$ cat config.mk
export PLATFORM = sky130hd
export DESIGN_NAME = setclr_reg_bank
export DESIGN_NICKNAME = d
export VERILOG_FILES = /design/src/rtl/setclr_pkg.sv /design/src/rtl/setclr_rst_sync.sv /design/src/rtl/setclr_decode.sv /design/src/rtl/setclr_alias_word.sv /design/src/rtl/setclr_reg_bank.sv
export SDC_FILE = /design/constraint.sdc
export NUM_CORES = 1
export LEC_CHECK = 0
export BUFFER_PORTS_ARGS = -buffer_cell sky130_fd_sc_hd__buf_4
export CAP_MARGIN = 20
export CELL_PAD_IN_SITES_DETAIL_PLACEMENT = 1
export CELL_PAD_IN_SITES_GLOBAL_PLACEMENT = 1
export CORE_UTILIZATION = 38
export CTS_BUF_LIST = sky130_fd_sc_hd__clkbuf_16
export DETAILED_ROUTE_END_ITERATION = 16
export PLACE_DENSITY = 0.91
export SLEW_MARGIN = 20
export SYNTH_ARGS = -nofsm -noshare
export SYNTH_HDL_FRONTEND = slang
export SYNTH_SLANG_ARGS = --single-unit
$ cat constraint.sdc
create_clock -name clk -period 8.4 [get_ports clk]
set_input_delay 1.68 -clock clk [delete_from_list [all_inputs] [get_ports clk]]
set_output_delay 1.68 -clock clk [all_outputs]
set_load 0.02 [all_outputs]
$ cat src/rtl/setclr_pkg.sv
package setclr_pkg;

  localparam int NGRP = 3;   // remap, mask, idle request
  localparam int NRO  = 2;   // idle ack, idle status
  localparam int OFF_W = 8;  // decoded offset bits

  localparam logic [OFF_W-1:0] GRP_VAL_OFF [NGRP] = '{8'h80, 8'h90, 8'hCC};
  localparam logic [OFF_W-1:0] GRP_SET_OFF [NGRP] = '{8'h84, 8'h94, 8'hC4};
  localparam logic [OFF_W-1:0] GRP_CLR_OFF [NGRP] = '{8'h88, 8'h98, 8'hC8};
  localparam logic [OFF_W-1:0] RO_OFF      [NRO]  = '{8'hD0, 8'hD4};

  localparam int GRP_REMAP = 0;
  localparam int GRP_MASK  = 1;
  localparam int GRP_IDLE  = 2;

endpackage

$ cat src/rtl/setclr_rst_sync.sv
module setclr_rst_sync (
  input  logic clk,
  input  logic rst_ni,
  output logic rst_no
);

  logic [1:0] sync_q;

  always_ff @(posedge clk or negedge rst_ni) begin
    if (!rst_ni) begin
      sync_q <= 2'b00;
    end else begin
      sync_q <= {sync_q[0], 1'b1};
    end
  end

  assign rst_no = sync_q[1];

endmodule

$ cat src/rtl/setclr_decode.sv
module setclr_decode
  import setclr_pkg::*;
#(
  parameter int ADDR_W = 9
) (
  input  logic [ADDR_W-1:0] addr,
  output logic [NGRP-1:0]   val_hit,
  output logic [NGRP-1:0]   set_hit,
  output logic [NGRP-1:0]   clr_hit,
  output logic [NRO-1:0]    ro_hit,
  output logic              mapped
);

  logic             hi_ok;
  logic [OFF_W-1:0] off;

  assign off = addr[OFF_W-1:0];

  generate
    if (ADDR_W > OFF_W) begin : g_hi
      assign hi_ok = ~|addr[ADDR_W-1:OFF_W];
    end else begin : g_nohi
      assign hi_ok = 1'b1;
    end
  endgenerate

  generate
    for (genvar g = 0; g < NGRP; g++) begin : g_grp
      assign val_hit[g] = hi_ok && (off == GRP_VAL_OFF[g]);
      assign set_hit[g] = hi_ok && (off == GRP_SET_OFF[g]);
      assign clr_hit[g] = hi_ok && (off == GRP_CLR_OFF[g]);
    end
    for (genvar r = 0; r < NRO; r++) begin : g_ro
      assign ro_hit[r] = hi_ok && (off == RO_OFF[r]);
    end
  endgenerate

  assign mapped = |{val_hit, set_hit, clr_hit, ro_hit};

endmodule

$ cat src/rtl/setclr_alias_word.sv
module setclr_alias_word #(
  parameter int          W       = 32,
  parameter logic [W-1:0] RST_VAL = '0
) (
  input  logic         clk,
  input  logic         rst_n,
  input  logic         wr_val,
  input  logic         wr_set,
  input  logic         wr_clr,
  input  logic [W-1:0] wdata,
  output logic [W-1:0] q
);

  logic         upd_en;
  logic [W-1:0] q_nxt;

  always_comb begin
    upd_en = wr_val | wr_set | wr_clr;
    q_nxt  = q;
    if (wr_val) begin
      q_nxt = wdata;
    end else if (wr_set) begin
      q_nxt = q | wdata;
    end else if (wr_clr) begin
      q_nxt = q & ~wdata;
    end
  end

  always_ff @(posedge clk or negedge rst_n) begin
    if (!rst_n) begin
      q <= RST_VAL;
    end else if (upd_en) begin
      q <= q_nxt;
    end
  end

endmodule

$ cat src/rtl/setclr_reg_bank.sv
module setclr_reg_bank
  import setclr_pkg::*;
#(
  parameter int ADDR_W = 9,
  parameter int DATA_W = 32
) (
  input  logic              clk,
  input  logic              rst_n,
  input  logic              psel,
  input  logic              penable,
  input  logic              pwrite,
  input  logic [ADDR_W-1:0] paddr,
  input  logic [DATA_W-1:0] pwdata,
  output logic [DATA_W-1:0] prdata,
  output logic              pslverr,
  input  logic [DATA_W-1:0] idle_ack_i,
  input  logic [DATA_W-1:0] idle_stat_i,
  output logic [DATA_W-1:0] remap_o,
  output logic [DATA_W-1:0] irq_mask_o,
  output logic [DATA_W-1:0] idle_req_o
);

  logic              rst_sync_n;
  logic              access;
  logic              wr_acc;
  logic              rd_acc;
  logic [NGRP-1:0]   val_hit;
  logic [NGRP-1:0]   set_hit;
  logic [NGRP-1:0]   clr_hit;
  logic [NRO-1:0]    ro_hit;
  logic              mapped;
  logic [DATA_W-1:0] word_q  [NGRP];
  logic [DATA_W-1:0] ro_word [NRO];

  setclr_rst_sync u_rst_sync (
    .clk    (clk),
    .rst_ni (rst_n),
    .rst_no (rst_sync_n)
  );

  setclr_decode #(.ADDR_W(ADDR_W)) u_decode (
    .addr    (paddr),
    .val_hit (val_hit),
    .set_hit (set_hit),
    .clr_hit (clr_hit),
    .ro_hit  (ro_hit),
    .mapped  (mapped)
  );

  assign access = psel & penable;
  assign wr_acc = access & pwrite;
  assign rd_acc = access & ~pwrite;

  generate
    for (genvar g = 0; g < NGRP; g++) begin : g_word
      setclr_alias_word #(.W(DATA_W)) u_word (
        .clk    (clk),
        .rst_n  (rst_sync_n),
        .wr_val (wr_acc & val_hit[g]),
        .wr_set (wr_acc & set_hit[g]),
        .wr_clr (wr_acc & clr_hit[g]),
        .wdata  (pwdata),
        .q      (word_q[g])
      );
    end
  endgenerate

  assign ro_word[0] = idle_ack_i;
  assign ro_word[1] = idle_stat_i;

  always_comb begin
    prdata = '0;
    if (rd_acc) begin
      for (int g = 0; g < NGRP; g++) begin
        if (val_hit[g]) prdata = prdata | word_q[g];
      end
      for (int r = 0; r < NRO; r++) begin
        if (ro_hit[r]) prdata = prdata | ro_word[r];
      end
    end
  end

  assign pslverr = access & (~mapped | (pwrite & (|ro_hit)));

  assign remap_o    = word_q[GRP_REMAP];
  assign irq_mask_o = word_q[GRP_MASK];
  assign idle_req_o = word_q[GRP_IDLE];

endmodule

==> impl_metrics.tcl, run 1 <==
set metrics [dict create \
    synth_top_cells_by_count "98 x sky130_fd_sc_hd__dfrtp_1, 98 x sky130_fd_sc_hd__nand2_1, 64 x sky130_fd_sc_hd__a22o_1, 64 x sky130_fd_sc_hd__o21ai_0, 37 x sky130_fd_sc_hd__nor2_1" \
    synth_edf_count 0 \
    sequential_cell_area_fraction_in_the_yosys_report_pct 43.8 \
    timing.critical_path.arrival_ps 4340 \
    ant_nets 0 \
    cpLargestDelayFamily "simple AND/OR/NAND/NOR gates" \
    finalSetupViolCount 0 \
    crit_buf_inv 3 \
    drt_pass1_iterations 5 \
    post-route-worst-setup-slack_ps 2380 \
    design.die.area_mm2 0.0152 \
    max_freq_mhz 166 \
    detailed_place_hpwl_um 16300 \
    yosysWarningCount 0 \
    worst-setup-path-type "input pin to output port" \
    dieHeight_um 123 \
    cts.path.max_buffers 2 \
    post-synth-top-area-fraction_pct 43.8 \
    setup_tns_ps 0 \
    first_global_vias 6165 \
    most_frequent_cell_on_the_critical_path "sky130_fd_sc_hd__buf_4" \
    via_count 6069 \
    total_clock_buffers_created_by_cts 9 \
    wl_um 23300 \
    post_cts_resized 0 \
    clock_sinks 98 \
    dp_slack_ps 2070 \
    chain_of_cells_forming_the_critical_path "buf_4 -> or3b_2 -> nor2_4 -> nand4b_1 -> buf_6 -> o221ai_1 -> buf_4" \
    hold_slack_ps 187 \
    synth_largest_area_cell "sky130_fd_sc_hd__dfrtp_1" \
    rows 44 \
    hold_buffers 0 \
    p_per_area_mw_per_mm2 132 \
    synth_area_per_cell_um2 9.34 \
    rsz0062_at_grt "false" \
    top_level_ports 239 \
    post_drt_via_cell_ratio 6.08 \
    design.final.nets 921 \
    ys_ff_latch 98 \
    path_max_fanout 19 \
    syn_inst 600 \
    grt_max_degree 81 \
    synth_ff_type "sky130_fd_sc_hd__dfrtp_1" \
    detail_route.iter0.violations 400 \
    finalWorstPathRequiredPeriod_ps 6020 \
    share_of_the_cycle_needed_by_the_critical_path_after_routing_pct 71.7 \
    hold_viol_final 0 \
    area_delta_synth_final_pct 39.2 \
    synth_compound_gate_area_share_pct 27.2 \
    required_time_at_the_endpoint_of_the_critical_path_ps 6720 \
    cellLeakagePower_uw 0.00381 \
    clk_latency_ps 350 \
    maximum_vdd_drop_mv 0.0711 \
    io_buffer_count 238 \
    synth_async_sr_flop_share_pct 100 \
    clock_skew_ps 4.81 \
    starting_density_of_the_core_pct 38.7 \
    timing.critical_path.slowest_cell_delay_ps 720 \
    number_of_maximum_capacitance_violations 0 \
    grt-ovfl-total 0 \
    routabilityCongestion 0.852 \
    ys_types 43 \
    grt_pass1_wl_um 34600 \
    synth-xor-area-share_pct 0 \
    critPathSlowestCell "sky130_fd_sc_hd__nand4b_1" \
    fillerInstances 1682 \
    synth_area_mm2 0.00560 \
    max_slew_headroom_at_the_worst_pin_pct 24.1 \
    grt.total_usage_pct 30.9 \
    clk_pin_slew_worst_paths_ps 70 \
    status "complete, no violations" \
    max_slew.worst_pin.slew_ps 1130 \
    post_synth_and_or_nand_nor_area_fraction_pct 15.4 \
    drv_slew 0 \
    synth.net_count 710 \
    antenna_cells_inserted 0 \
    finalPower_uw 1030 \
    cts.htree.levels 3 \
    critPathCaptureType "output port" \
    die_w_um 123 \
    synth.top_cells.by_area "sky130_fd_sc_hd__dfrtp_1 44%, sky130_fd_sc_hd__a22o_1 10%, sky130_fd_sc_hd__nand2_1 6.6%" \
    cts_tree "done" \
    remaining_drc_errors 0 \
    core_mm2 0.0145 \
    clock_tree.root_cell "sky130_fd_sc_hd__clkbuf_16" \
    postCtsSetupRepairBufs 0 \
    synthAdderAreaFrac_pct 0 \
    drive_gt1_share_pct 36.3 \
    start_kind "input pin" \
    antenna_found_initial 0 \
    post_synth_mux_area_share_pct 8.98 \
    hold_path_class "flip-flop to asynchronous set/reset pin" \
    synth_top_family_by_area "compound AO/OA/AOI/OAI gates" \
    detail_route.wl_per_cell_um 23.3 \
]
==> final cells by class <==
type,count,area (µm²),area share [%]
clock inverters,6,51.3,0.658
repair buffers,251,1900,24.4
clock buffers,9,225,2.89
flip-flops and latches,98,2460,31.5
inverters,1,3.75,0.0481
well taps,184,230,2.95
multi-input cells,450,2930,37.6
==> kinds of logic after synthesis <==
group	count (synthesis)
other	1
muxes	48
buffers and inverters	52
AOI/OAI and AO/OA	220
and+or+nand+nor	181
DFF	98
==> path summary, 6_finish.rpt <==
path | start | end | slack, ps | depth (start not counted)
max reg2reg | u_rst_sync.sync_q[1]$_DFF_PN0_ | asynchronous set/reset pin | 7210 | 1
max in group asynchronous | rst_n | u_rst_sync.sync_q[1]$_DFF_PN0_ | 7210 | 1
min reg2reg | u_rst_sync.sync_q[1]$_DFF_PN0_ | asynchronous set/reset pin | 190 | 0
min | u_rst_sync.sync_q[1]$_DFF_PN0_ | asynchronous set/reset pin | 190 | 0
min in group clk | u_rst_sync.sync_q[0]$_DFF_PN0_ | u_rst_sync.sync_q[1]$_DFF_PN0_ | 360 | 0
max | paddr[8] | prdata[28] | 2380 | 7
==> cell usage in the layout (no fill, tap or decap), drive strengths merged, types with 2 or more instances in the layout <==
cell      n
a21oi     8
a22o     64
a22oi     7
a31oi    10
a32o     17
and3      4
buf     251
clkbuf    9
clkinv    3
dfrtp    98
inv       3
mux2     18
mux2i    30
nand2    98
nand3    20
nand3b    3
nor2     38
nor3      2
nor4      4
nor4b     2
o21ai    96
o221ai   15
or3b      2
or4b      2
==> stage by stage <==
step,std cells,instance area [µm²],util [%]
after floorplan,600,5600,-
after global placement,982,7490,51.7
after detailed placement,983,7500,51.8
after CTS,998,7780,53.7
after global routing,999,7800,53.8
final,999,7800,53.8
==> layer usage <==
metal  GRT usage, %  vias up  share of wire (%)
met5              0        -                  0
met4           13.0        0                2.8
met3           6.78       46                7.8
met2           53.9      291                 51
met1           36.4     3067                 39
li1               -     2665                  -
==> power by group <==
| part | total [µW] | internal (µW) | switching, µW | leakage (µW) |
|---|---|---|---|---|
| Clock | 407 | 225 | 181 | 0.000145 |
| Sequential | 488 | 479 | 8.32 | 0.00136 |
| Combinational | 139 | 64.2 | 74.6 | 0.00230 |
| Total | 1030 | 769 | 264 | 0.00381 |
Power figures use the tool's default switching activity.
==> run 2: changes to the inputs <==
Settings changed: CORE_UTILIZATION 38 to 32, PLACE_DENSITY 0.91 to 0.83.
Clock period 8.4 ns to 5.3 ns, I/O delays scaled along.
==> run 2 against run 1 <==
Against the previous run: largest cell class unchanged; highest routed layer unchanged; setup slack got worse by 1400 ps; clock-buffer cell count unchanged; utilization decreased by 7.5 points; worst hold slack gained 170 ps; total power rose by 70%; sequential share of layout area down 0.62 points.
==> impl_metrics.tcl, run 2 (synthesis results as in run 1) <==
set metrics [dict create \
    status "complete, no violations" \
    antenna_cells_inserted 0 \
    routabilityCongestion 0.760 \
    rows 48 \
    postCtsSetupRepairBufs 0 \
    clock_tree.root_cell "sky130_fd_sc_hd__clkbuf_16" \
    grt.total_usage_pct 26.5 \
    p_per_area_mw_per_mm2 221 \
    grt_pass1_wl_um 36000 \
    clk_latency_ps 350 \
    starting_density_of_the_core_pct 32.6 \
    clock_skew_ps 6.55 \
    grt_max_degree 58 \
    timing.critical_path.arrival_ps 3240 \
    finalWorstPathRequiredPeriod_ps 4300 \
    dieHeight_um 134 \
    via_count 5990 \
    die_w_um 134 \
    top_level_ports 239 \
    most_frequent_cells_in_the_layout "257 x sky130_fd_sc_hd__buf_4, 98 x sky130_fd_sc_hd__nand2_1, 97 x sky130_fd_sc_hd__dfrtp_1" \
    area_delta_synth_final_pct 42.0 \
    slack_of_the_worst_reg_to_reg_path_ps 3830 \
    detail_route.wl_per_cell_um 22.6 \
    first_global_vias 6222 \
    detailed_place_hpwl_um 16700 \
    detail_route.iter0.violations 259 \
    required_time_at_the_endpoint_of_the_critical_path_ps 4240 \
    post_drt_via_cell_ratio 5.72 \
    cts.htree.levels 3 \
    hold_viol_final 0 \
    drt_pass1_iterations 5 \
    antenna_found_initial 0 \
    max_slew.worst_pin.slew_ps 942 \
    drv_slew 0 \
    io_buffer_count 238 \
    critPathCaptureType "output port" \
    design.die.area_mm2 0.0180 \
    post_cts_resized 0 \
    grt-ovfl-total 0 \
    maximum_vdd_drop_mv 0.164 \
    rsz0062_at_grt "false" \
    worst-setup-path-type "input pin to output port" \
    core_mm2 0.0172 \
    design.final.nets 928 \
    finalSetupViolCount 0 \
    total_clock_buffers_created_by_cts 9 \
    max_freq_mhz 233 \
    cts_tree "done" \
    start_kind "input pin" \
    number_of_maximum_capacitance_violations 0 \
    max_slew_headroom_at_the_worst_pin_pct 37.0 \
    clock_sinks 98 \
    hold_slack_ps 353 \
    hold_buffers 0 \
    drive_gt1_share_pct 37.3 \
    cts.path.max_buffers 2 \
    layout_commonest_cell "sky130_fd_sc_hd__buf_4" \
    setup_tns_ps 0 \
    cellLeakagePower_uw 0.00386 \
    wl_um 23700 \
    clk_pin_slew_worst_paths_ps 70 \
    share_of_the_cycle_needed_by_the_critical_path_after_routing_pct 81.1 \
    ant_nets 0 \
    path_max_fanout 19 \
    hold_path_class "flip-flop to asynchronous set/reset pin" \
    remaining_drc_errors 0 \
]
-- run 2: final timing paths --
path	cells after the start	end	startpoint
setup reg to reg	1	asynchronous set/reset pin	u_rst_sync.sync_q[1]$_DFF_PN0_
min in group clk	0	u_rst_sync.sync_q[1]$_DFF_PN0_	u_rst_sync.sync_q[0]$_DFF_PN0_
hold reg to reg	0	asynchronous set/reset pin	u_rst_sync.sync_q[1]$_DFF_PN0_
max in group asynchronous	1	asynchronous set/reset pin	u_rst_sync.sync_q[1]$_DFF_PN0_
setup / recovery	8	prdata[19]	paddr[8]
hold / removal	0	asynchronous set/reset pin	u_rst_sync.sync_q[1]$_DFF_PN0_
-- run 2: metrics by stage --
step	utilization, %	total power (µW)	cell area [µm²]	setup slack (ps)	std cells
finish	46.3	1760	7950	1000	1048
global route	46.3	1820	7950	898	1048
CTS	46.2	1780	7940	1000	1047
detailed placement	44.3	1010	7600	1000	1031
global placement	44.3	1000	7600	1070	1031
floorplan	-	875	5600	1580	600
-- run 2: worst max-delay path, stage by stage --
cell and delay [ps]:
sky130_fd_sc_hd__buf_4 120, sky130_fd_sc_hd__or3b_2 610, sky130_fd_sc_hd__nor2_4 110, sky130_fd_sc_hd__buf_4 280
sky130_fd_sc_hd__nand4b_1 320, sky130_fd_sc_hd__buf_4 310, sky130_fd_sc_hd__o221ai_1 210, sky130_fd_sc_hd__buf_4 200
-- run 2: layout make-up --
type	count	area, µm²
Fill cell	2022	9220
Timing Repair Buffer	258	1940
Multi-Input combinational cell	450	2930
Clock inverter	7	115
Tap cell	225	282
Clock buffer	9	225
Inverter	1	3.75
Sequential cell	98	2460
-- run 2: power breakdown --
| part | total [µW] | internal [µW] | switching (µW) | leakage, µW |
|---|---|---|---|---|
| Clock | 763 | 461 | 302 | 0.000163 |
| Sequential | 777 | 759 | 18.2 | 0.00136 |
| Combinational | 217 | 103 | 114 | 0.00234 |
| Total | 1760 | 1320 | 434 | 0.00386 |
-- run 2: metal layers --
| layer | track usage (%) | vias to the layer above | wire (µm) |
|---|---|---|---|
| li1 | - | 2681 | - |
| met1 | 32.9 | 3025 | 9860 |
| met3 | 6.20 | 28 | 1830 |
| met5 | 0 | - | 0 |
| met4 | 9.05 | 0 | 430 |
| met2 | 45.0 | 256 | 11600 |
